### config.mk
export PLATFORM = sky130hd
export DESIGN_NAME = memwait_clkctl
export DESIGN_NICKNAME = d
export VERILOG_FILES = /design/src/rtl/memwait_pkg.sv /design/src/rtl/wsc_optreg.sv /design/src/rtl/wsc_clkdiv.sv /design/src/rtl/wsc_waitctr.sv /design/src/rtl/memwait_clkctl.sv
export SDC_FILE = /design/constraint.sdc
export NUM_CORES = 1
export LEC_CHECK = 0
export BUFFER_PORTS_ARGS = -buffer_cell sky130_fd_sc_hd__buf_2
export CAP_MARGIN = 40
export CORE_AREA = 2 2 39 41
export DETAILED_ROUTE_END_ITERATION = 10
export DIE_AREA = 0 0 41 43
export PLACE_DENSITY_LB_ADDON = 0.1
export SLEW_MARGIN = 0
export SYNTH_ARGS = -nofsm -noshare
export SYNTH_HDL_FRONTEND = slang
export SYNTH_SLANG_ARGS = --single-unit
### constraint.sdc
create_clock -name clk_osc -period 1.45 [get_ports clk_osc]
set_clock_uncertainty 0.2 [all_clocks]
set_input_delay 0.0725 -clock clk_osc [delete_from_list [all_inputs] [get_ports clk_osc]]
set_output_delay 0.0725 -clock clk_osc [all_outputs]
set_load 0.1 [all_outputs]
### src/rtl/memwait_pkg.sv
// Package: shared widths, field positions and reset values for the
// memory wait-state / clock controller.
package memwait_pkg;

    localparam int CFG_W      = 8;
    localparam int DWS_W      = 3;
    localparam int IWS_W      = 2;
    localparam int CNT_W      = (DWS_W > IWS_W) ? DWS_W : IWS_W;

    // Option register field positions (bit-exact layout the core relies on)
    localparam int CCS_BIT    = 7;
    localparam int IWS_LSB    = 3;
    localparam int DWS_LSB    = 0;
    // Auxiliary register field position
    localparam int COD_BIT    = 0;

    // Option register contents
    typedef struct packed {
        logic             half_rate;
        logic [IWS_W-1:0] iws;
        logic [DWS_W-1:0] dws;
    } opt_t;

    localparam opt_t OPT_RST = '{half_rate: 1'b1, iws: '1, dws: '1};

endpackage

### src/rtl/wsc_optreg.sv
// Module: wsc_optreg
// Holds the option register (clock select, instruction and data wait
// counts) and the auxiliary clock-out disable bit.
// Assumes: writes occur on the oscillator clock; unused data bits are dropped.
module wsc_optreg
    import memwait_pkg::*;
(
    input  logic             clk,
    input  logic             rst_n,
    input  logic             wr_en,
    input  logic             addr,
    input  logic [CFG_W-1:0] wdata,
    output opt_t             opt,
    output logic             cod
);

    logic unused_wdata_bits;
    assign unused_wdata_bits = ^{wdata[6:5], wdata[CFG_W-1:1]};

    // Update the option register on address 0 writes
    always_ff @(posedge clk) begin
        if (!rst_n) begin
            opt <= OPT_RST;
        end else if (wr_en && !addr) begin
            opt.half_rate <= wdata[CCS_BIT];
            opt.iws       <= wdata[IWS_LSB +: IWS_W];
            opt.dws       <= wdata[DWS_LSB +: DWS_W];
        end
    end

    // Update the clock-out disable bit on address 1 writes
    always_ff @(posedge clk) begin
        if (!rst_n) begin
            cod <= 1'b0;
        end else if (wr_en && addr) begin
            cod <= wdata[COD_BIT];
        end
    end

endmodule

### src/rtl/wsc_clkdiv.sv
// Module: wsc_clkdiv
// Produces the CPU clock enable: constant high at full rate, or a toggling
// enable at half rate. No derived clock is generated.
// Assumes: the enable starts low in the first cycle after reset.
module wsc_clkdiv (
    input  logic clk,
    input  logic rst_n,
    input  logic half_rate,
    output logic ce
);

    logic tgl_q;

    // Toggle flip-flop; parked high while running at full rate
    always_ff @(posedge clk) begin
        if (!rst_n) begin
            tgl_q <= 1'b0;
        end else begin
            tgl_q <= half_rate ? ~tgl_q : 1'b1;
        end
    end

    // Select the enable according to the rate
    always_comb begin
        ce = half_rate ? tgl_q : 1'b1;
    end

endmodule

### src/rtl/wsc_waitctr.sv
// Module: wsc_waitctr
// Counts wait states for one access at a time. It loads the count for the
// access type when a strobe is seen on an enabled edge while idle, then
// counts down on enabled edges only.
// Assumes: strobes during a stall are not meaningful and are dropped.
module wsc_waitctr
    import memwait_pkg::*;
(
    input  logic             clk,
    input  logic             rst_n,
    input  logic             ce,
    input  logic             stb,
    input  logic             is_instr,
    input  logic [IWS_W-1:0] iws,
    input  logic [DWS_W-1:0] dws,
    output logic             ready
);

    logic [CNT_W-1:0] cnt_q;
    logic [CNT_W-1:0] load_val;

    // Pick the wait count for the requested access type
    always_comb begin
        load_val = is_instr ? CNT_W'(iws) : CNT_W'(dws);
    end

    // Remaining wait cycles for the access in progress
    always_ff @(posedge clk) begin
        if (!rst_n) begin
            cnt_q <= '0;
        end else if (ce) begin
            if (cnt_q != '0) begin
                cnt_q <= cnt_q - 1'b1;
            end else if (stb) begin
                cnt_q <= load_val;
            end
        end
    end

    // Ready whenever no wait cycles remain
    always_comb begin
        ready = (cnt_q == '0);
    end

endmodule

### src/rtl/memwait_clkctl.sv
// Module: memwait_clkctl (top)
// Memory wait-state and CPU clock controller: registers, clock-enable
// divider and wait counter, all on the oscillator clock.
// Assumes: synchronous active-low reset; access strobes last one CPU cycle.
module memwait_clkctl
    import memwait_pkg::*;
(
    input  logic             clk_osc,
    input  logic             rst_n,
    input  logic             cfg_wr_en,
    input  logic             cfg_addr,
    input  logic [CFG_W-1:0] cfg_wdata,
    input  logic             acc_stb,
    input  logic             acc_instr,
    output logic             cpu_clk_en,
    output logic             mem_ready,
    output logic             clk_out_oe
);

    opt_t             opt;
    logic             opt_cod;
    logic             opt_ccs;
    logic [IWS_W-1:0] opt_iws;
    logic [DWS_W-1:0] opt_dws;

    wsc_optreg u_reg (
        .clk   (clk_osc),
        .rst_n (rst_n),
        .wr_en (cfg_wr_en),
        .addr  (cfg_addr),
        .wdata (cfg_wdata),
        .opt   (opt),
        .cod   (opt_cod)
    );

    // Break the option struct into named fields
    always_comb begin
        opt_ccs = opt.half_rate;
        opt_iws = opt.iws;
        opt_dws = opt.dws;
    end

    wsc_clkdiv u_div (
        .clk       (clk_osc),
        .rst_n     (rst_n),
        .half_rate (opt_ccs),
        .ce        (cpu_clk_en)
    );

    wsc_waitctr u_wait (
        .clk      (clk_osc),
        .rst_n    (rst_n),
        .ce       (cpu_clk_en),
        .stb      (acc_stb),
        .is_instr (acc_instr),
        .iws      (opt_iws),
        .dws      (opt_dws),
        .ready    (mem_ready)
    );

    // Drive the clock-out pin unless disabled
    always_comb begin
        clk_out_oe = ~opt_cod;
    end

endmodule

==> impl_results.md, run 1 <==
* Worst setup EP type: primary output
* Worst Tran Pin Value at 483 ps
* PD cells at 1420 mW/mm^2
* Worst Hold Endpoint: u_reg.opt[1]
* P_leak at 0.423 nW
* Primary FF master, synth: dfxtp_1
* Hold WS at -7.89 ps
* Final setup margin at -81.7 ps
* GRT Total Usage at 17.9%
* Failing checks: hold timing, setup timing
* Grt total ovfl at 0
* Worst hold path type: in -> reg
* Most frequent cells in the layout: 13 x nand2_1, 12 x dlygate4sd3_1, 12 x buf_2, 9 x dfxtp_1
* Gpl congestion at 0.608
* Largest net degree at the start of global routing at 7
* Pre-CTS setup slack at -32.7 ps
* Share of Yosys cell area claimed by the top area cell type at 41.7%
* Final net count at 114
* Wirelength, routed at 1280 um
* R2r worst-path depth at 7
* Maxcap violations at 0
* Fin crit share at 106%
* Async S/R FF share, synth at 0%
* Total power at 1.29 mW
* FF-to-FF setup slack at -50 ps
* ANT nets after route at 0
* Status: complete, but fails checks
* Post-Syn Nets at 76
* Top routing layer used: met4
* Clk root buf: clkbuf_4
* Vias in the first global route at 524
* Routed length on met2 at 657 um
* Drt initial violations at 7
* Top post-synthesis cells by area: dfxtp_1 42%, nand2_1 9.2%, nand3_1 5.7%, ha_1 4.7%, mux2i_1 3.8%
* Finish-stage setup viols at 4
* Reg-to-Reg Start: u_wait.cnt_q[0]
* Worst-Skew Late Latency at 260 ps
* Achievable Freq at 653 MHz
* Cells after Synth at 60
* Post-synth EDFFs at 0
* Die width at 41 um
* Post-placement cell area at 694 um^2
* Slowest stage cell, crit path: dfxtp_2
* Initial DRT Pass Iterations at 2
* CP cell instances: inv_2 -> ha_4 -> nor2b_4 -> buf_6 -> buf_12
* Final min period at 1530 ps
* Vias per cell at 4.62
* Wl on met1 at 564 um
* Placed insts at 93
* Unrepaired setup endpoints after global routing: true
* Mapped Area at 528 um^2
* Ant. Diodes at 0
* Hold Fails Final Rpt at 4
* Final TNS setup at -198 ps
* Avg Inst Size Synth at 8.80 um^2
* Clock transition at path regs at 70 ps
* DP HPWL at 860 um
* Layout cell share with drive strength beyond 1 at 41.2%
* Hold path cells at 4
* Fill cells at 107
* Area Growth Syn to Fin at 72.3%
* CP max FO at 3
* Initial antenna violation count at 0
* Final slew viol count at 0
* Most common cell after layout, fill and taps aside: nand2_1
* Synth warn at 0
* Seq cells post-synth at 11
* Startpoint types: flop
* I/O Pins at 17
* Worst slew margin at 68.0%
* # rows at 14
* Num CTS Buffers at 3
* Via count at 522
* H-tree levels at 1
* Seq/Total Area, Yosys at 41.7%
* # DRC at 0
* Clock buffer depth at 2
* Initial core utilization at 38.2%
* Avg WL per Cell at 11.3 um
* Hold path start: cfg_addr
* Reg-to-Reg End: u_wait.cnt_q[2]
* Top cell type by total area after synthesis: dfxtp_1
* Port Buffers at 14
* TritonCTS clock tree: yes
* Core area at 0.00138 mm^2
* Layout Utilization at 65.7%
* Area of the die at 0.00176 mm^2
* Critical Path AT at 1260 ps
* Worst path max stage delay at 330 ps
* Final instance area at 910 um^2
* Max VDD drop at 867 uV
* Post-route insts no fill at 113
* Required @ worst endpoint at 1180 ps
* CTS Sinks at 11
* First-pass GRT wire length at 2080 um
* WS Path Type: reg -> out
* Met3 WL at 41 um
* Unique masters post-synth at 26
* Die Ht at 43 um
==> area by class of cell <==
class | instances | area [um^2] | share of cell area (%)
flip-flops and latches | 11 | 223 | 24.5
well taps | 16 | 20.0 | 2.20
clock buffers | 4 | 26.3 | 2.89
repair buffers | 34 | 288 | 31.6
inverters | 5 | 18.8 | 2.06
multi-input cells | 43 | 334 | 36.7
==> kinds of logic (layout without fill, tap and decap cells) <==
| group | Yosys count | after routing | share of synthesized area [%] |
|---|---|---|---|
| muxes | 4 | 4 | 8.77 |
| and+or+nand+nor | 29 | 29 | 28.9 |
| AOI/OAI and AO/OA | 8 | 8 | 11.6 |
| adders and majority gates | 2 | 2 | 4.74 |
| buffers and inverters | 6 | 43 | 4.26 |
| DFF | 11 | 11 | 41.7 |
==> synthesized netlist by cell type, types with 2 or more instances <==
| master | instances |
|---|---|
| nand2_1 | 13 |
| dfxtp_1 | 11 |
| nand3_1 | 6 |
| a31oi_1 | 2 |
| inv_1 | 4 |
| nand2b_1 | 2 |
| ha_1 | 2 |
| mux2i_1 | 2 |
==> critical path, delay by kind of cell (launching register included) <==
kind | cells | cell delay, ps
and+or+nand+nor | 1 | 180
buffers and inverters | 3 | 350
adders and majority gates | 1 | 130
DFF | 1 | 330
==> worst max path at each step <==
stage                          from         endpoint  slack, ps  cells after the start
global placement    u_wait.cnt_q[1]  u_wait.cnt_q[1]        -20                      5
CTS                 u_wait.cnt_q[0]        mem_ready        -90                      5
global route        u_wait.cnt_q[1]        mem_ready       -120                      5
finish              u_wait.cnt_q[1]        mem_ready        -80                      5
floorplan           u_wait.cnt_q[1]  u_wait.cnt_q[1]       -430                      5
detailed placement  u_wait.cnt_q[1]  u_wait.cnt_q[1]        -30                      5
==> registers in the layout (all words and copies together), names as in the netlist <==
register      cells
u_reg.opt         6
u_wait.cnt_q      3
u_div.tgl_q       1
u_reg.cod         1
==> where the power goes <==
part	internal (mW)	total, mW	leakage [nW]	switching, mW
Sequential	0.342	0.372	0.0918	0.0306
Clock	0.106	0.207	0.0150	0.100
Combinational	0.370	0.710	0.316	0.341
==> metal layers <==
metal / track usage, % / up-vias
li1: - / 280
met3: 4.71 / 2
met1: 21.2 / 231
met5: 0 / -
met4: 12.0 / 0
met2: 26.6 / 9
==> timing repair <==
item                                    CTS  global route
hold buffers                             16             1
pin swaps                                 1             5
endpoints found under the setup margin    2             9
buffers inserted                          4             1
gates resized for setup                   2             6
hold endpoints to repair                  9             1
Note: power is estimated with default switching activity, not from simulation.
==> run 2: changes to the inputs <==
==> constraint.sdc (replaced) <==
create_clock -name clk_osc -period 1.3 [get_ports clk_osc]
set_clock_uncertainty 0.2 [all_clocks]
set_input_delay 0.065 -clock clk_osc [delete_from_list [all_inputs] [get_ports clk_osc]]
set_output_delay 0.065 -clock clk_osc [all_outputs]
set_load 0.1 [all_outputs]
==> impl_results.md, run 2 (synthesized netlist as in run 1, its figures left out) <==
* Status: complete, but fails checks
* Failing checks: setup timing
* Via count at 535
* Clock transition at path regs at 70 ps
* First-pass GRT wire length at 2150 um
* Post-route insts no fill at 111
* Multi-input gate area at 337 um^2
* Final TNS setup at -824 ps
* Area of the die at 0.00176 mm^2
* Fill cells at 117
* Maxcap violations at 0
* Worst setup EP type: primary output
* ANT nets after route at 0
* Most common cell after layout, fill and taps aside: nand2_1
* Initial antenna violation count at 0
* Layout cell share with drive strength beyond 1 at 44.2%
* Largest reg by FF count: u_reg.opt
* Gpl congestion at 0.643
* Hold path start: acc_stb
* Worst-Skew Late Latency at 270 ps
* Port Buffers at 14
* Die width at 41 um
* H-tree levels at 1
* TritonCTS clock tree: yes
* Core area at 0.00138 mm^2
* Max VDD drop at 638 uV
* Critical Path AT at 1250 ps
* Achievable Freq at 660 MHz
* Ant. Diodes at 0
* Total power at 1.45 mW
* CTS Sinks at 11
* Crit path launch: u_wait.cnt_q[0]
* Clk root buf: clkbuf_4
* Area Growth Syn to Fin at 73.2%
* Fin crit share at 117%
* Placed insts at 93
* Vias in the first global route at 492
* Worst hold path type: in -> reg
* Reg-to-Reg Start: u_wait.cnt_q[0]
* Die Ht at 43 um
* PD cells at 1580 mW/mm^2
* Max FFs per register at 6
* Num CTS Buffers at 3
* Unrepaired setup endpoints after global routing: true
* WS Path Type: reg -> out
* P_leak at 0.425 nW
* I/O Pins at 17
* Vias per cell at 4.82
* Final net count at 112
* Finish-stage setup viols at 5
* Worst Tran Pin Value at 286 ps
* Wirelength, routed at 1350 um
* Startpoint types: flop
* Largest net degree at the start of global routing at 9
* Regs by FF count: u_reg.opt x6, u_wait.cnt_q x3
* Initial core utilization at 38.2%
* Avg WL per Cell at 12.1 um
* Storage cell area at 224 um^2
* Final min period at 1520 ps
* GRT Total Usage at 18.5%
* Required @ worst endpoint at 1030 ps
* Drt initial violations at 6
* Final setup margin at -216 ps
* CP max FO at 3
* Hold WS at 39.2 ps
* Most frequent cells in the layout: 13 x nand2_1, 11 x buf_2, 10 x dlygate4sd3_1, 8 x dfxtp_1, 6 x nand3_1
* Hold Fails Final Rpt at 0
* Worst slew margin at 80.9%
* Final slew viol count at 0
* # DRC at 0
* DP HPWL at 893 um
* Pre-CTS setup slack at -172 ps
* Clock buffer depth at 2
* Initial DRT Pass Iterations at 4
* Grt total ovfl at 0
* # rows at 14
[run 2: final cells by class]
cell class                 count  share of cell area, %
multi-input combinational     43                   36.8
clock buffer                   4                   2.87
timing repair buffer          32                   31.3
tap                           16                   2.19
inverter                       5                   2.33
sequential                    11                   24.5
[run 2: final timing paths]
kind	end	slack (ps)	cells after the start
max	mem_ready	-220	5
min reg2reg	u_div.tgl_q	220	1
min	u_wait.cnt_q[0]	40	4
max reg2reg	u_wait.cnt_q[2]	-210	7
[run 2: routing by layer]
layer | routed length [um] | share of wire (%) | track usage, % | vias up
met5 | 0 | 0 | 0 | -
met4 | 13 | 0.97 | 12.0 | 0
met2 | 706 | 52 | 30.3 | 11
li1 | - | - | - | 279
met1 | 583 | 43 | 20.5 | 241
met3 | 43 | 3.2 | 3.14 | 4
[run 2: power breakdown]
group          internal, mW  switching [mW]  total (mW)
registers             0.382          0.0363       0.418
clock network         0.119           0.115       0.234
logic                 0.418           0.377       0.795
total                 0.918           0.529        1.45
[run 2: metrics by stage]
| step | utilization, % | instance area, um^2 |
|---|---|---|
| floorplan | - | 548 |
| global placement | 51.3 | 709 |
| detailed placement | 51.3 | 709 |
| CTS | 64.1 | 887 |
| global route | 66.1 | 915 |
| finish | 66.1 | 915 |
[run 2: critical path: stages, from the launching register on]
cell     delay (ps)
dfxtp_2         330
inv_2            70
ha_4            140
nor2b_4         170
buf_6           120
buf_12          160
[run 2: repair_timing]
action | 4_1_cts | 5_1_grt
hold buffers | 10 | 0
pin swaps | 0 | 2
hold endpoints to repair | 9 | 0
endpoints found under the setup margin | 5 | 10
resized for setup | 7 | 4
setup buffers | 3 | 1
